--- src/rtl/ilv_pkg.sv ---
package ilv_pkg;

  typedef enum logic [1:0] {
    MOD_BPSK  = 2'd0,
    MOD_QPSK  = 2'd1,
    MOD_QAM16 = 2'd2,
    MOD_QAM64 = 2'd3
  } modSel_e;

  // configuration captured at the first bit of each block
  typedef struct packed {
    modSel_e modSel;
    logic    deint;
  } blkCfg_t;

  // strobes from control to datapath
  typedef struct packed {
    logic wrEn;
    logic rdEn;
    logic wrBank;
  } memStrobe_t;

  function automatic int unsigned bitsPerCarrier(modSel_e m);
    case (m)
      MOD_BPSK:  return 1;
      MOD_QPSK:  return 2;
      MOD_QAM16: return 4;
      default:   return 6;
    endcase
  endfunction

  function automatic int unsigned spreadOf(modSel_e m);
    if (m == MOD_BPSK) return 1;
    return bitsPerCarrier(m) / 2;
  endfunction

endpackage

--- src/rtl/ilv_perm_gen.sv ---
module ilv_perm_gen
  import ilv_pkg::*;
#(
  parameter int COLS     = 16,
  parameter int SUB_BITS = 48,
  parameter int AW       = 9
) (
  input  logic          clk,
  input  logic          rstN,
  input  logic          restart,
  input  logic          step,
  input  modSel_e       modSel,
  output logic [AW-1:0] seqIdx,
  output logic [AW-1:0] permIdx,
  output logic          lastIdx
);

  localparam int MAX_BPC   = 6;
  localparam int UNIT_ROWS = SUB_BITS / COLS;
  localparam int MAX_ROWS  = UNIT_ROWS * MAX_BPC;
  localparam int RW        = $clog2(MAX_ROWS + 1);
  localparam int CW        = $clog2(COLS);

  logic [CW-1:0] col;
  logic [RW-1:0] row;
  logic [AW-1:0] mIdx;
  logic [AW-1:0] kIdx;
  logic [1:0]    rowMod;
  logic [1:0]    colMod;
  logic [1:0]    spread;
  logic [1:0]    adj;
  logic [RW-1:0] rowsPerCol;
  logic [AW:0]   blockLen;

  always_comb begin
    rowsPerCol = RW'(UNIT_ROWS * bitsPerCarrier(modSel));
    spread     = 2'(spreadOf(modSel));
    blockLen   = (AW+1)'(SUB_BITS * bitsPerCarrier(modSel));
  end

  // The column index equals floor(16*m/N), and m mod s equals row mod s,
  // so the second stage needs only two tiny modulo counters.
  always_comb begin
    if (rowMod >= colMod) adj = rowMod - colMod;
    else                  adj = rowMod + spread - colMod;
  end

  assign lastIdx = (col == CW'(COLS - 1)) && (row == rowsPerCol - 1'b1);
  assign seqIdx  = kIdx;
  assign permIdx = mIdx - AW'(rowMod) + AW'(adj);

  always_ff @(posedge clk or negedge rstN) begin
    if (!rstN) begin
      col    <= '0;
      row    <= '0;
      mIdx   <= '0;
      kIdx   <= '0;
      rowMod <= '0;
      colMod <= '0;
    end else if (restart || (step && lastIdx)) begin
      col    <= '0;
      row    <= '0;
      mIdx   <= '0;
      kIdx   <= '0;
      rowMod <= '0;
      colMod <= '0;
    end else if (step) begin
      kIdx <= kIdx + 1'b1;
      if (col == CW'(COLS - 1)) begin
        col    <= '0;
        colMod <= '0;
        row    <= row + 1'b1;
        mIdx   <= AW'(row) + 1'b1;
        rowMod <= (rowMod + 2'd1 == spread) ? 2'd0 : rowMod + 2'd1;
      end else begin
        col    <= col + 1'b1;
        colMod <= (colMod + 2'd1 == spread) ? 2'd0 : colMod + 2'd1;
        mIdx   <= mIdx + AW'(rowsPerCol);
      end
    end
  end

  // the permuted address never leaves the current block
  a_r3_perm_in_block: assert property (@(posedge clk) disable iff (!rstN)
    ({1'b0, permIdx} < blockLen));

  // the first bit of every block maps to address zero
  a_r5_head_zero: assert property (@(posedge clk) disable iff (!rstN)
    (seqIdx == '0) |-> (permIdx == '0));

  // the index returns to zero after the last bit of a block
  a_r2_wrap: assert property (@(posedge clk) disable iff (!rstN)
    (step && lastIdx && !restart) |=> (seqIdx == '0));

endmodule

--- src/rtl/ilv_ctrl.sv ---
module ilv_ctrl
  import ilv_pkg::*;
#(
  parameter int COLS     = 16,
  parameter int SUB_BITS = 48,
  parameter int AW       = 9
) (
  input  logic          clk,
  input  logic          rstN,
  input  logic          inValid,
  input  modSel_e       modSel,
  input  logic          deint,
  output memStrobe_t    strobe,
  output logic [AW-1:0] wrAddr,
  output logic [AW-1:0] rdAddr
);

  logic          bankSel;
  logic          rdPend;
  blkCfg_t       wrCfg;
  blkCfg_t       rdCfg;
  blkCfg_t       effCfg;
  logic [AW-1:0] wrSeq, wrPerm, rdSeq, rdPerm;
  logic          wrLast, rdLast;
  logic          wrStart;
  logic          swap;
  logic          rdFire;

  assign wrStart = (wrSeq == '0);

  always_comb begin
    if (wrStart) begin
      effCfg.modSel = modSel;
      effCfg.deint  = deint;
    end else begin
      effCfg = wrCfg;
    end
  end

  assign swap   = inValid && wrLast;
  assign rdFire = inValid && rdPend;

  assign strobe.wrEn   = inValid;
  assign strobe.rdEn   = rdFire;
  assign strobe.wrBank = bankSel;

  assign wrAddr = effCfg.deint ? wrSeq : wrPerm;
  assign rdAddr = rdCfg.deint ? rdPerm : rdSeq;

  ilv_perm_gen #(.COLS(COLS), .SUB_BITS(SUB_BITS), .AW(AW)) uWrGen (
    .clk     (clk),
    .rstN    (rstN),
    .restart (1'b0),
    .step    (inValid),
    .modSel  (effCfg.modSel),
    .seqIdx  (wrSeq),
    .permIdx (wrPerm),
    .lastIdx (wrLast)
  );

  ilv_perm_gen #(.COLS(COLS), .SUB_BITS(SUB_BITS), .AW(AW)) uRdGen (
    .clk     (clk),
    .rstN    (rstN),
    .restart (swap),
    .step    (rdFire),
    .modSel  (rdCfg.modSel),
    .seqIdx  (rdSeq),
    .permIdx (rdPerm),
    .lastIdx (rdLast)
  );

  always_ff @(posedge clk or negedge rstN) begin
    if (!rstN) begin
      bankSel <= 1'b1;
      rdPend  <= 1'b0;
      wrCfg   <= '0;
      rdCfg   <= '0;
    end else begin
      if (inValid && wrStart) wrCfg <= effCfg;
      if (swap) begin
        bankSel <= ~bankSel;
        rdPend  <= 1'b1;
        rdCfg   <= effCfg;
      end else if (rdFire && rdLast) begin
        rdPend  <= 1'b0;
      end
    end
  end

  // a completed block becomes readable from its first bit
  a_r6_swap_arms_read: assert property (@(posedge clk) disable iff (!rstN)
    swap |=> (rdPend && rdSeq == '0 && bankSel != $past(bankSel)));

  // an idle read side sits at index zero
  a_r9_idle_read_at_zero: assert property (@(posedge clk) disable iff (!rstN)
    !rdPend |-> (rdSeq == '0));

  // configuration is frozen inside a block
  a_r8_cfg_frozen: assert property (@(posedge clk) disable iff (!rstN)
    (!wrStart) |=> $stable(wrCfg));

endmodule

--- src/rtl/ilv_datapath.sv ---
module ilv_datapath
  import ilv_pkg::*;
#(
  parameter int AW = 9
) (
  input  logic          clk,
  input  logic          rstN,
  input  memStrobe_t    strobe,
  input  logic [AW-1:0] wrAddr,
  input  logic [AW-1:0] rdAddr,
  input  logic          inBit,
  output logic          outValid,
  output logic          outBit
);

  localparam int DEPTH = 1 << AW;

  logic [1:0] rdData;

  for (genvar b = 0; b < 2; b++) begin : gBank
    logic [DEPTH-1:0] store;
    always_ff @(posedge clk) begin
      if (strobe.wrEn && strobe.wrBank == 1'(b)) store[wrAddr] <= inBit;
    end
    assign rdData[b] = store[rdAddr];
  end

  always_ff @(posedge clk or negedge rstN) begin
    if (!rstN) begin
      outValid <= 1'b0;
      outBit   <= 1'b0;
    end else begin
      outValid <= strobe.rdEn;
      if (strobe.rdEn) outBit <= rdData[~strobe.wrBank];
    end
  end

  // every output bit was released by an accepted input bit
  a_r7_out_needs_beat: assert property (@(posedge clk) disable iff (!rstN)
    outValid |-> $past(strobe.wrEn));

endmodule

--- src/rtl/blk_interleaver.sv ---
module blk_interleaver
  import ilv_pkg::*;
#(
  parameter int COLS     = 16,
  parameter int SUB_BITS = 48
) (
  input  logic       clk,
  input  logic       rstN,
  input  logic       inValid,
  input  logic       inBit,
  input  logic [1:0] modSel,
  input  logic       deint,
  output logic       outValid,
  output logic       outBit
);

  localparam int MAX_N = SUB_BITS * 6;
  localparam int AW    = $clog2(MAX_N);

  memStrobe_t    strobe;
  logic [AW-1:0] wrAddr;
  logic [AW-1:0] rdAddr;

  ilv_ctrl #(.COLS(COLS), .SUB_BITS(SUB_BITS), .AW(AW)) uCtrl (
    .clk     (clk),
    .rstN    (rstN),
    .inValid (inValid),
    .modSel  (modSel_e'(modSel)),
    .deint   (deint),
    .strobe  (strobe),
    .wrAddr  (wrAddr),
    .rdAddr  (rdAddr)
  );

  ilv_datapath #(.AW(AW)) uData (
    .clk      (clk),
    .rstN     (rstN),
    .strobe   (strobe),
    .wrAddr   (wrAddr),
    .rdAddr   (rdAddr),
    .inBit    (inBit),
    .outValid (outValid),
    .outBit   (outBit)
  );

  // no output in the cycle right after reset release
  a_r1_quiet_start: assert property (@(posedge clk) disable iff (!rstN)
    $rose(rstN) |-> !outValid);

endmodule

--- config.mk ---
export PLATFORM = sky130hd
export DESIGN_NAME = blk_interleaver
export DESIGN_NICKNAME = d
export VERILOG_FILES = /design/src/rtl/ilv_pkg.sv /design/src/rtl/ilv_perm_gen.sv /design/src/rtl/ilv_ctrl.sv /design/src/rtl/ilv_datapath.sv /design/src/rtl/blk_interleaver.sv
export SDC_FILE = /design/constraint.sdc
export NUM_CORES = 2
export LEC_CHECK = 0
export BUFFER_PORTS_ARGS = -buffer_cell sky130_fd_sc_hd__buf_2
export CELL_PAD_IN_SITES_DETAIL_PLACEMENT = 1
export CELL_PAD_IN_SITES_GLOBAL_PLACEMENT = 1
export CORE_ASPECT_RATIO = 0.5
export CORE_UTILIZATION = 50
export CTS_BUF_LIST = sky130_fd_sc_hd__clkbuf_16
export DETAILED_ROUTE_END_ITERATION = 6
export PLACE_DENSITY_LB_ADDON = 0.1
export SLEW_MARGIN = 20
export SYNTH_ARGS = -nofsm -noshare
export SYNTH_HDL_FRONTEND = slang
export SYNTH_HIERARCHICAL = 1
export SYNTH_SLANG_ARGS = --single-unit
--- constraint.sdc ---
create_clock -name clk -period 13.5 [get_ports clk]
set_input_delay 3.375 -clock clk [delete_from_list [all_inputs] [get_ports clk]]
set_output_delay 3.375 -clock clk [all_outputs]
set_load 0.05 [all_outputs]
# Word-level counts from Yosys, hierarchy flattened
# Index checks and enable logic that the tools add are counted.
dict set report word_totals {
  regBits 1096
  latchBits 0
  ram_bits 0
  rom_bits 0
  in_bits 7
  elab_cells 152
  mem_count 0
}
dict set report classes {
  add_sub_neg 26
  mul 2
  div 0
  order_cmp 6
  n_eq_ne 12
  shifts 0
  mux 63
  bitwise_logic 1
  reduce_logical 20
}
# cell count
set op_table {}
lappend op_table {{$bwmux 512} 2}
lappend op_table {{$mux 9} 12}
lappend op_table {{$mux 2} 20}
lappend op_table {{$mux 5} 6}
lappend op_table {{$mux 4} 6}
lappend op_table {{$lt 9x10->1 const B} 2}
lappend op_table {{$add 9x1->9 const B} 2}
lappend op_table {{$add 9x2->9} 2}
lappend op_table {{$add 9x5->9} 2}
lappend op_table {{$bmux 1 s9} 2}
lappend op_table {{$pmux 3 s3} 2}
lappend op_table {{$sub 9x2->9} 2}
lappend op_table {{$add 5x1->6 const B} 2}
lappend op_table {{$mux 1} 11}
lappend op_table {{$add 5x1->5 const B} 2}
lappend op_table {{$eq 5x5->1} 2}
lappend op_table {{$mul 2x3->5 const A} 2}
lappend op_table {{$reduce_bool 2->1} 5}
lappend op_table {{$sub 5x1->5 const B} 2}
lappend op_table {{$demux 1 s9} 1}
lappend op_table {{$ge 9x1->1 const B} 1}
lappend op_table {{$logic_and 1x1->1} 9}
lappend op_table {{$logic_not 9->1} 1}
lappend op_table {{$add 2x1->2 const B} 4}
lappend op_table {{14 further kinds} 28}

# Logic depth before layout (Yosys ltp)
dict set report logic_depth {
  ltp_word 15
  ltp_mapped 26
}

# Hierarchy
# The synthesis kept the hierarchy.
# mod instances cells_per_inst area_per_inst_um2 seq_area_each_um2
set modules_own_cells {}
lappend modules_own_cells {ilv_datapath 1 3078 44391.3 30799.5}
lappend modules_own_cells {ilv_perm_gen 2 275 2439.8 775.7}
lappend modules_own_cells {ilv_ctrl 1 68 673.1 201.4}

# Worst setup path after synthesis
# Ideal clock, no wire load.
dict set report synth_timing {
  path_type {input to register}
  start {input port modSel[0]}
  end {register uData.gBank[1].store[258], enable pin}
  arrival_time_ps 7935
  t_required_ps 13200
  setup_slack_ps 5266
  stages 23
  path_buffers 1
  path_cell_list {mux2_2 inv_1 ha_1 ha_1 inv_1 ha_1 xor2_1 xnor2_1 xnor2_1 mux2i_1 fa_1 inv_1 fa_1 a21o_1 a2111oi_2 o21bai_1 a21oi_1 xnor2_1 a31o_2 nor3b_1 nand2_1 clkbuf_1 nor2_1}
}
# item line
set synth_rtl {}
lappend synth_rtl {{from (decl)} blk_interleaver.sv:11} ;# input logic [1:0] modSel,
lappend synth_rtl {{to (signal, indexed assignment)} ilv_datapath.sv:23} ;# if (strobe.wrEn && strobe.wrBank == 1'(b)) store[wrAddr] <= inBit;
lappend synth_rtl {{to (decl)} ilv_datapath.sv:21} ;# logic [DEPTH-1:0] store;

==> metrics.csv <==
stage,metric,value,unit
clocking,path_clk_slew,0.06,ns
layout,drive_gt1_share,14.4,%
status,status,finished clean,
yosys,yosysTopAreaCell,edfxtp_1,
yosys,syn_area,0.0499,mm2
global_route,met2_usage,46.0,%
timing,fin_skew,0.0252,ns
yosys,synth_top_area_share,61.6,%
layout,syn_to_final_growth,8.25,%
timing,setup_tns,0,ns
floorplan,die-area,0.101,mm2
timing,min_period_over_period,69.2,%
global_route,antenna_found_initial,6,
clocking,tritoncts,done,
routing,routed_wl,144000,um
yosys,async_flop_share,6.57,%
floorplan,die_w,449,um
floorplan,rows,81,
yosys,synth_seq_area_share,65.2,%
worst_setup_path,r2r_start,uCtrl/uWrGen/seqIdx[7],
clocking,cts-root-buf,clkbuf_16,
clocking,clk_path_buf_depth,3,
routing,num_vias,31300,
power_and_ir_drop,power_leakage,16.6,nW
worst_setup_path,slowest_stage,nand2_1,
global_route,grtUsageTotal,28.7,%
timing,clock.fmax,0.107,GHz
clocking,htree_levels,3,
global_route,overflow,0,
job,cap_violations,0,
timing,relSlewSlack,21.1,%
global_route,grt_max_degree,176,
clocking,post-cts-setup-buffers,0,
yosys,ys_types,74,
yosys,yosys-top-cells-count,"nor2_1 (1113), edfxtp_1 (1024), mux4_2 (238), clkbuf_1 (180), nand2_1 (153)",
routing,firstDrtPassIters,6,
timing,rsz0062_at_grt,false,
timing,drv_slew,0,
clocking,post_cts_resized,0,
worst_setup_path,critPathMaxStageDelay,0.87,ns
yosys,synth_edf_count,1024,
worst_setup_path,worstPathRequired,13.89,ns
worst_setup_path,cp-end-kind,flip-flop,
layout,regArea,0.0326,mm2
hold_path,hold_class,reg2reg,
floorplan,core-area,0.0983,mm2
routing,drtIter0Drc,3874,
place,dp_hpwl,83900,um
yosys,ys_ff_latch,1096,
yosys,yosys.cell_count.top_type,nor2_1,
yosys,synth.area.top_cells,"edfxtp_1 (62%), mux4_2 (11%), nor2_1 (8.4%)",
global_route,grtUsageMet3,7.12,%
yosys,synth_ff_type,edfxtp_1,
place,gp_congestion,0.817,
clocking,clock_latency,0.71,ns
worst_setup_path,path_class,in2reg,
worst_setup_path,startpoint,modSel[0],
yosys,mappedNetlistNets,3771,
floorplan,die_h,225,um
power_and_ir_drop,powerDensity,168,mW/mm2
global_route,grt_first_pass_wirelength,211000,um
timing,post-route-min-period,9.34,ns
worst_setup_path,crit_fanout,32,
routing,ant_nets,0,
layout,fillCellCount,9544,
worst_setup_path,crit_chain,buf_2 > mux2_2 > inv_1 > ha_1 > ha_1 > inv_1 > ha_1 > xor2_1 > xnor2_1 > xnor2_1 > mux2i_1 > fa_1 > inv_1 > fa_1 > a21o_1 > a2111oi_2 > o21bai_1 > a21oi_1 > xnor2_1 > a31o_2 > nor3b_1 > nand2_1 > nor2_1,
routing,drc,0,
global_route,busiest_layer,met2,
worst_setup_path,start_kind,input pin,
global_route,globalRouteMet1Util,39.4,%
floorplan,ios,9,
power_and_ir_drop,peakVddDrop,0.131,mV
layout,multi_input_area,0.0159,mm2
floorplan,start_util,50.8,%
worst_setup_path,crit_buf_inv,4,
worst_setup_path,crit_family,simple AND/OR/NAND/NOR gates,
clocking,cts_hold_buf,0,
layout,layout.nets,3652,
yosys,syn_avg_cell_area,13.5,um2
worst_setup_path,arrival,9.73,ns
place,pre_cts_slack,3.54,ns
timing,tightest_slew,1.18,ns
routing,viasPerCell,6.28,
clocking,cts.sinks,1096,
clocking,cts_buffers,99,
global_route,grt_pass1_vias,32400,
timing,hold_viol_final,0,
hold_path,hp-start,uCtrl/rdPend,
timing,fin_ws,4.16,ns
yosys,synthCells,3696,
yosys,yosysWarnings,6,
timing,finalSetupViolations,0,
place,numPortBuffers,8,
routing,drt-wirelength-per-cell,28.9,um
-- path summary, 6_finish.rpt --
kind	depth (start not counted)	slack, ns	endpoint
min in group asynchronous	1	2.57	uData/outBit
max in group asynchronous	2	9.86	uCtrl/uRdGen/seqIdx[1]
max reg2reg	24	5.62	uData/gBank[1].store[266]
min	2	0.48	uCtrl/rdPend
min reg2reg	2	0.48	uCtrl/rdPend
max	23	4.16	uData/gBank[1].store[266]
-- cell families (layout without fill, tap and decap cells) --
| logic type | after synthesis | in the layout | share of synthesized area [%] |
|---|---|---|---|
| AOI/OAI and AO/OA | 318 | 318 | 4.43 |
| xor gates and xnor gates | 63 | 63 | 1.10 |
| adders and majority gates | 68 | 68 | 1.82 |
| buffers and inverters | 371 | 329 | 3.20 |
| DFF | 1096 | 1096 | 65.2 |
| muxes | 321 | 321 | 12.5 |
| other | 1 | 2 | 0.00751 |
| and+or+nand+nor | 1458 | 1458 | 11.8 |
-- routing by layer --
layer | share of wire, % | vias to the layer above
li1 | - | 13200
met1 | 41 | 16700
met2 | 47 | 1206
met3 | 9.3 | 214
met4 | 2.5 | 0
met5 | 0 | -
-- where the power goes --
part	internal (W)	switching (W)	total [W]
clock network	0.00144	0.00128	0.00271
registers	0.00376	0.0000375	0.00380
logic	0.000743	0.00181	0.00255
total	0.00594	0.00313	0.00907
-- metrics by stage --
step	area, um2	std cells	hold slack [ns]	power, W	util [%]
2_1_floorplan	49900	3696	0.437	0.00550	-
3_3_place_gp	51000	4803	0.452	0.00632	51.9
3_5_place_dp	51000	4803	0.465	0.00637	51.9
4_1_cts	54000	4981	0.480	0.00908	54.9
5_1_grt	54100	4983	0.516	0.00937	55.0
6_report	54100	4983	0.476	0.00907	55.0
-- worst register-to-register path: stages (launching register included) --
cell and delay [ns]:
dfrtp_1 0.45, nor4_1 0.53, nand3_1 0.28, mux2_2 0.39, inv_1 0.14, ha_1 0.32
ha_1 0.31, inv_1 0.06, ha_1 0.15, xor2_1 0.18, xnor2_1 0.16, xnor2_1 0.14
mux2i_1 0.11, fa_1 0.49, inv_1 0.06, fa_1 0.39, a21o_1 0.22, a2111oi_2 0.41
o21bai_1 0.10, a21oi_1 0.19, xnor2_1 0.14, a31o_2 0.32, nor3b_1 0.80, nand2_1 0.87
nor2_1 0.38
-- placed cells by master (no fill, tap or decap), drive strengths merged, types with 8 or more instances in the layout --
master and instances:
edfxtp 1024, a21o 9, xnor2 31, xor2 32, buf 93, and2 12
o221ai 16, dfrtp 71, or3 11, mux2i 59, inv 82, mux2 24
nand2 153, nand3 44, nor2 1113, o21bai 9, a31oi 13, fa 8
and3 12, o22ai 20, mux4 238, nand4 20, nand2b 21, o21ai 47
clkinv 47, nor2b 18, clkbuf 100, ha 60, a22oi 46, o211ai 18
nor3 29, a21oi 75, a211oi 9
-- area by class of cell --
type / count / share of cell area [%]
tap: 1328 / 3.07
antenna: 1 / 0.00463
inverter: 58 / 0.403
clock inverter: 78 / 0.909
sequential: 1096 / 60.2
multi-input combinational: 2229 / 29.4
clock buffer: 100 / 4.63
timing repair buffer: 93 / 1.37
-- sequential cells by signal (all words and copies together) (netlist names) --
name / flops
uData/gBank.store: 1024
uCtrl/uRdGen/mIdx: 9
uCtrl/uRdGen/seqIdx: 9
uCtrl/uWrGen/mIdx: 9
uCtrl/uWrGen/seqIdx: 9
uCtrl/uRdGen/row: 5
uCtrl/uWrGen/row: 5
uCtrl/uRdGen/col: 4
uCtrl/uWrGen/col: 4
uCtrl/rdCfg: 3
uCtrl/wrCfg: 3
uCtrl/uRdGen/colMod: 2
uCtrl/uRdGen/rowMod: 2
uCtrl/uWrGen/colMod: 2
uCtrl/uWrGen/rowMod: 2
uCtrl/bankSel: 1
uCtrl/rdPend: 1
uData/outBit: 1
uData/outValid: 1
(Power assumes the default switching activity.)
